File: src/rtl/acc_port_pkg.sv
package acc_port_pkg;
  // Write-side operation chosen by the port address
  typedef enum logic [2:0] {
    WOP_NONE, WOP_LOAD, WOP_ADD, WOP_SUB, WOP_SHL, WOP_SHR, WOP_BYTE
  } acc_wop_e;

  // Read-side view chosen by the port address
  typedef enum logic [2:0] {
    VIEW_ZERO, VIEW_PLAIN, VIEW_INV, VIEW_NEG, VIEW_BYTE
  } acc_view_e;

  // Ports that sit in front of the byte ports
  localparam int unsigned FIXED_PORTS = 5;
endpackage

File: src/rtl/acc_decode.sv
module acc_decode
  import acc_port_pkg::*;
#(
  parameter int unsigned ADDR_W = 8,
  parameter int unsigned BASE   = 8'h28,
  parameter int unsigned NBYTES = 4
) (
  input  logic [ADDR_W-1:0] addr,
  output logic              in_win,
  output acc_wop_e          wop,
  output acc_view_e         view,
  output logic [NBYTES-1:0] byte_sel
);
  localparam int unsigned SPAN = FIXED_PORTS + NBYTES;

  logic [ADDR_W-1:0] offset;

  assign offset = addr - ADDR_W'(BASE);
  assign in_win = (addr >= ADDR_W'(BASE)) && (offset < ADDR_W'(SPAN));

  for (genvar k = 0; k < NBYTES; k++) begin : g_bsel
    assign byte_sel[k] = in_win && (offset == ADDR_W'(FIXED_PORTS + k));
  end

  always_comb begin
    wop  = WOP_NONE;
    view = VIEW_ZERO;
    if (in_win) begin
      case (offset)
        ADDR_W'(0): begin wop = WOP_LOAD; view = VIEW_PLAIN; end
        ADDR_W'(1): begin wop = WOP_ADD;  view = VIEW_INV;   end
        ADDR_W'(2): begin wop = WOP_SUB;  view = VIEW_NEG;   end
        ADDR_W'(3): begin wop = WOP_SHL;  view = VIEW_ZERO;  end
        ADDR_W'(4): begin wop = WOP_SHR;  view = VIEW_ZERO;  end
        default:    begin wop = WOP_BYTE; view = VIEW_BYTE;  end
      endcase
    end
  end
endmodule

File: src/rtl/acc_alu.sv
module acc_alu
  import acc_port_pkg::*;
#(
  parameter int unsigned DATA_W = 32,
  parameter int unsigned NBYTES = DATA_W / 8
) (
  input  logic [DATA_W-1:0] acc,
  input  logic [DATA_W-1:0] wr_data,
  input  acc_wop_e          wop,
  input  logic [NBYTES-1:0] byte_sel,
  output logic [DATA_W-1:0] acc_nxt
);
  localparam int unsigned SH_W = $clog2(DATA_W);

  logic [SH_W-1:0]   shamt;
  logic [DATA_W-1:0] merged;

  assign shamt = wr_data[SH_W-1:0];

  for (genvar k = 0; k < NBYTES; k++) begin : g_merge
    assign merged[8*k +: 8] = byte_sel[k] ? wr_data[7:0] : acc[8*k +: 8];
  end

  always_comb begin
    case (wop)
      WOP_LOAD: acc_nxt = wr_data;
      WOP_ADD:  acc_nxt = acc + wr_data;
      WOP_SUB:  acc_nxt = acc - wr_data;
      WOP_SHL:  acc_nxt = acc << shamt;
      WOP_SHR:  acc_nxt = acc >> shamt;
      WOP_BYTE: acc_nxt = merged;
      default:  acc_nxt = acc;
    endcase
  end
endmodule

File: src/rtl/acc_view.sv
module acc_view
  import acc_port_pkg::*;
#(
  parameter int unsigned DATA_W = 32,
  parameter int unsigned NBYTES = DATA_W / 8
) (
  input  logic [DATA_W-1:0] acc,
  input  acc_view_e         view,
  input  logic [NBYTES-1:0] byte_sel,
  output logic [DATA_W-1:0] rd_val
);
  logic [7:0] byte_pick [NBYTES+1];

  assign byte_pick[0] = 8'h00;
  for (genvar k = 0; k < NBYTES; k++) begin : g_pick
    assign byte_pick[k+1] = byte_pick[k] | (byte_sel[k] ? acc[8*k +: 8] : 8'h00);
  end

  always_comb begin
    case (view)
      VIEW_PLAIN: rd_val = acc;
      VIEW_INV:   rd_val = ~acc;
      VIEW_NEG:   rd_val = '0 - acc;
      VIEW_BYTE:  rd_val = {{(DATA_W-8){1'b0}}, byte_pick[NBYTES]};
      default:    rd_val = '0;
    endcase
  end
endmodule

File: src/rtl/acc_port_unit.sv
module acc_port_unit
  import acc_port_pkg::*;
#(
  parameter int unsigned DATA_W = 32,
  parameter int unsigned ADDR_W = 8,
  parameter int unsigned BASE   = 8'h28
) (
  input  logic              clk,
  input  logic              rst,
  input  logic [ADDR_W-1:0] addr,
  input  logic              rd_en,
  output logic [DATA_W-1:0] rd_data,
  input  logic              wr_en,
  input  logic [DATA_W-1:0] wr_data,
  output logic              acc_zero
);
  localparam int unsigned NBYTES = DATA_W / 8;
  localparam int unsigned SH_W   = $clog2(DATA_W);

  logic [DATA_W-1:0] acc_q;
  logic [DATA_W-1:0] acc_nxt;
  logic [DATA_W-1:0] rd_val;
  logic [DATA_W-1:0] rd_q;
  logic              in_win;
  acc_wop_e          wop;
  acc_view_e         view;
  logic [NBYTES-1:0] byte_sel;

  acc_decode #(.ADDR_W(ADDR_W), .BASE(BASE), .NBYTES(NBYTES)) u_dec (
    .addr(addr), .in_win(in_win), .wop(wop), .view(view), .byte_sel(byte_sel)
  );

  acc_alu #(.DATA_W(DATA_W), .NBYTES(NBYTES)) u_alu (
    .acc(acc_q), .wr_data(wr_data), .wop(wop), .byte_sel(byte_sel), .acc_nxt(acc_nxt)
  );

  acc_view #(.DATA_W(DATA_W), .NBYTES(NBYTES)) u_view (
    .acc(acc_q), .view(view), .byte_sel(byte_sel), .rd_val(rd_val)
  );

  always_ff @(posedge clk) begin
    if (rst) begin
      acc_q <= '0;
      rd_q  <= '0;
    end else begin
      if (wr_en && (wop != WOP_NONE)) acc_q <= acc_nxt;
      if (rd_en) rd_q <= rd_val;
    end
  end

  assign rd_data  = rd_q;
  assign acc_zero = (acc_q == '0);


  reset_clears_chk: assert property (@(posedge clk) rst |=> (acc_q == '0 && rd_q == '0));


  read_keeps_acc_chk: assert property (@(posedge clk) disable iff (rst)
    (rd_en && !wr_en) |=> $stable(acc_q));


  outside_write_ignored_chk: assert property (@(posedge clk) disable iff (rst)
    (wr_en && !in_win) |=> $stable(acc_q));


  add_wraps_chk: assert property (@(posedge clk) disable iff (rst)
    (wr_en && addr == ADDR_W'(BASE + 1)) |=> (acc_q == $past(acc_q) + $past(wr_data)));


  zero_shift_chk: assert property (@(posedge clk) disable iff (rst)
    (wr_en && (addr == ADDR_W'(BASE + 3) || addr == ADDR_W'(BASE + 4))
     && wr_data[SH_W-1:0] == '0) |=> $stable(acc_q));


  rd_hold_chk: assert property (@(posedge clk) disable iff (rst)
    !rd_en |=> $stable(rd_q));
endmodule

File: config.mk
export PLATFORM = sky130hd
export DESIGN_NAME = acc_port_unit
export DESIGN_NICKNAME = d
export VERILOG_FILES = /design/src/rtl/acc_port_pkg.sv /design/src/rtl/acc_decode.sv /design/src/rtl/acc_alu.sv /design/src/rtl/acc_view.sv /design/src/rtl/acc_port_unit.sv
export SDC_FILE = /design/constraint.sdc
export NUM_CORES = 1
export LEC_CHECK = 0
export ABC_AREA = 1
export BUFFER_PORTS_ARGS = -buffer_cell sky130_fd_sc_hd__buf_2
export CAP_MARGIN = 20
export CORE_AREA = 2 2 174 176
export CTS_BUF_LIST = sky130_fd_sc_hd__clkbuf_4
export DETAILED_ROUTE_END_ITERATION = 10
export DIE_AREA = 0 0 176 178
export GPL_TIMING_DRIVEN = 1
export MAX_ROUTING_LAYER = met4
export PLACE_DENSITY_LB_ADDON = 0.12
export REMOVE_ABC_BUFFERS = 1
export SKIP_LAST_GASP = 1
export SYNTH_ARGS = -nofsm -noshare
export SYNTH_HDL_FRONTEND = slang
export SYNTH_SLANG_ARGS = --single-unit
File: constraint.sdc
create_clock -name clk -period 5.3 [get_ports clk]
set_clock_uncertainty 0.1 [all_clocks]
set_input_delay 1.06 -clock clk [delete_from_list [all_inputs] [get_ports clk]]
set_output_delay 1.06 -clock clk [all_outputs]
set_load 0.02 [all_outputs]
==> flow_metrics.env <==
export IMPL_outcome="finished, final reports clean"
export IMPL_place_port_buffers=76
export IMPL_grt_pass1_vias=13900
export IMPL_timing_hold_worst_class="reg -> reg"
export IMPL_vias=15300
export IMPL_hpwlAfterDp_um=45000
export IMPL_crit_path_cell_trace="buf_2 > inv_2 > ha_1 > inv_1 > nand2_1 > nand2_1 > nor2_1 > nand3_1 > buf_4 > o21ai_0 > xor2_1 > ha_1 > nand2_1 > nor2_1 > inv_1 > nor2_1 > nand4_1 > nand3_1 > nand2_1 > nand3_1 > nand4_1 > nand2_1 > a21oi_1"
export IMPL_wl_met1_um=24600
export IMPL_syn_instance_count=2192
export IMPL_timing_critical_path_slowest_stage_cell="ha_1"
export IMPL_report_final_setup_viol=0
export IMPL_clock_latency_ns=0.50
export IMPL_core_um2=29400
export IMPL_cts_repair_timing_setup_buffer_count=0
export IMPL_tritoncts="done"
export IMPL_grt_pass1_wl_um=85400
export IMPL_hold_violations=0
export IMPL_crit_arrival_ns=4.78
export IMPL_grt_antenna_before_repair=1
export IMPL_final_period_utilization_pct=84.9
export IMPL_cts_buffers_inserted=9
export IMPL_layout_commonest_cell="nand2_1"
export IMPL_cp_slowest_stage_delay_ns=0.43
export IMPL_final_max_slew_viol_count=0
export IMPL_layoutNonFillerInstCount=2599
export IMPL_grt_use_total_pct=37.3
export IMPL_number_of_synthesized_flops_with_an_enable_pin=0
export IMPL_top_layer="met4"
export IMPL_timing_worst_slew_pin_value_ns=0.904
export IMPL_grt_setup_unrepaired="false"
export IMPL_cts_sink_count=64
export IMPL_wl_per_cell_um=22.3
export IMPL_most_common_layout_cells="nand2_1, nand3_1, inv_1, nor2_1, a21oi_1"
export IMPL_cts_resized=0
export IMPL_vdd_ir_drop_worst_uv=99.1
export IMPL_drc_errors=0
export IMPL_timing_critical_path_buf_inv=5
export IMPL_initialDrtViolationCount=1815
export IMPL_totalPowerFinal_mw=1.57
export IMPL_power_density_normalized_to_cell_area_nw_per_um2=128
export IMPL_postSynthRegisterBits=64
export IMPL_drive_above_1_share_pct=9.65
export IMPL_fin_tns_setup_ns=0
export IMPL_mappedNetlistArea_um2=11600
export IMPL_detailroute_wirelength_met2_um=25000
export IMPL_ctsHoldBuffers=0
export IMPL_crit_type="in -> reg"
export IMPL_max_cap_violations=0
export IMPL_synth_distinct_cells=57
export IMPL_total_length_of_routed_wires_um=57900
export IMPL_gr_total_overflow=0
export IMPL_die_width_um=176
export IMPL_filler_cell_count=3461
export IMPL_static_leakage_power_nw=6.07
export IMPL_finish_utilization_pct=41.9
export IMPL_maximum_number_of_pins_on_one_net_before_global_route_repair=70
export IMPL_placement_rows=63
export IMPL_async_reset_ff_share_pct=0
export IMPL_fin_crit_ns=4.50
export IMPL_place_congestion=1.03
export IMPL_syn_area_per_cell_um2=5.30
export IMPL_worst_path_clk_slew_ns=0.13
export IMPL_cell_class_contributing_the_biggest_share_of_worst_path_delay="simple AND/OR/NAND/NOR gates"
export IMPL_routed_wl_met3_um=5200
export IMPL_cts_root_buf="clkbuf_4"
export IMPL_critical_path_startpoint_type="input port"
export IMPL_max_clock_path_buffers=2
export IMPL_boundaryPins=77
export IMPL_dominantRegCellSynth="dfxtp_1"
export IMPL_htree_levels=3
export IMPL_setup_reg_to_reg_worst_slack_ns=2.18
export IMPL_cp_end_kind="register"
export IMPL_timing_max_slew_rel_slack_pct=39.7
export IMPL_synth_warnings=0
export IMPL_max_clock_freq_ghz=0.222
export IMPL_design_die_area_um2=31300
export IMPL_placedCellCount=2582
export IMPL_cp_common_cell="nand2_1"
export IMPL_drt_pass1_iter_count=6
export IMPL_route_detailed_vias_per_inst=5.87
export IMPL_area_growth_synth_to_final_pct=5.93
export IMPL_required_worst_endpoint_ns=5.58
export IMPL_num_nets_final=2283
export IMPL_antenna_violating_nets_post_route=0
export IMPL_chipHeight_um=178
export IMPL_ys_seq_area_share_pct=11.0
export IMPL_critPathMaxFanout=28
export IMPL_starting_density_of_the_core_pct=39.5
-- kinds of logic after synthesis --
logic type | share of synthesized area [%]
buffers and inverters | 12.6
and+or+nand+nor | 55.2
AOI/OAI and AO/OA | 14.4
xor gates and xnor gates | 2.79
adders and majority gates | 3.94
DFF | 11.0
-- per-stage QoR --
stage | hold slack [ns] | setup slack, ns | area (um^2)
3_3_place_gp | 0.349 | 0.375 | 12200
2_1_floorplan | 0.390 | 0.736 | 11100
4_1_cts | 0.373 | 0.842 | 12300
3_5_place_dp | 0.354 | 0.335 | 12200
5_1_grt | 0.393 | 0.603 | 12300
6_report | 0.371 | 0.801 | 12300
-- synth_stat cells (all sizes together), types with 7 or more instances --
cell type	count	area (um^2)
nand4	51	319
and2	8	50.1
a21oi	129	721
o21bai	7	52.6
nand3	451	2310
or2	10	62.6
buf	64	368
nor2	202	826
xor2	34	298
inv	246	926
dfxtp	64	1280
ha	35	438
nand3b	16	120
clkbuf	37	140
nor3	19	111
o21ai	79	429
o211ai	29	277
clkinv	8	33.8
nand2	669	2570
-- per-layer routing --
metal	global-route usage, %	vias up
met1	49.4	6970
met3	4.43	150
met5	-	-
li1	-	7273
met4	16.7	0
met2	57.1	859
-- report_power, final --
group / internal [mW] / leakage [nW] / switching (mW)
Combinational: 0.199 / 5.48 / 0.490
Sequential: 0.488 / 0.517 / 0.0156
Clock: 0.143 / 0.0700 / 0.237
-- layout make-up --
| type | count | area (um^2) | share of cell area, % |
|---|---|---|---|
| clock inverter | 7 | 71.3 | 0.579 |
| antenna | 1 | 2.50 | 0.0203 |
| timing repair buffer | 101 | 568 | 4.62 |
| sequential | 64 | 1280 | 10.4 |
| inverter | 254 | 960 | 7.80 |
| tap | 390 | 488 | 3.96 |
| clock buffer | 9 | 67.6 | 0.549 |
| multi-input combinational | 1773 | 8870 | 72.1 |
-- path summary, 6_finish.rpt --
| check | from | end | cells past startpoint |
|---|---|---|---|
| worst max register to register | acc_q[15]$_SDFFE_PP0P_ | acc_q[20]$_SDFFE_PP0P_ | 12 |
| worst min register to register | rd_data[0]$_SDFFE_PP0P_ | rd_data[0]$_SDFFE_PP0P_ | 2 |
| worst max-delay path | addr[3] | acc_q[20]$_SDFFE_PP0P_ | 23 |
| worst min-delay path | rd_data[0]$_SDFFE_PP0P_ | rd_data[0]$_SDFFE_PP0P_ | 2 |
-- tightest hold or removal path, delay by kind of cell, from the launching register on --
kind               cells  cell delay, ns
AOI/OAI and AO/OA      1            0.05
and+or+nand+nor        1            0.06
DFF                    1            0.33
-- state kept, by name, summed over array words and instances, names as in the netlist --
signal and count:
rd_data 32, acc_q 32
No activity file was read; power rests on OpenSTA's default activity.
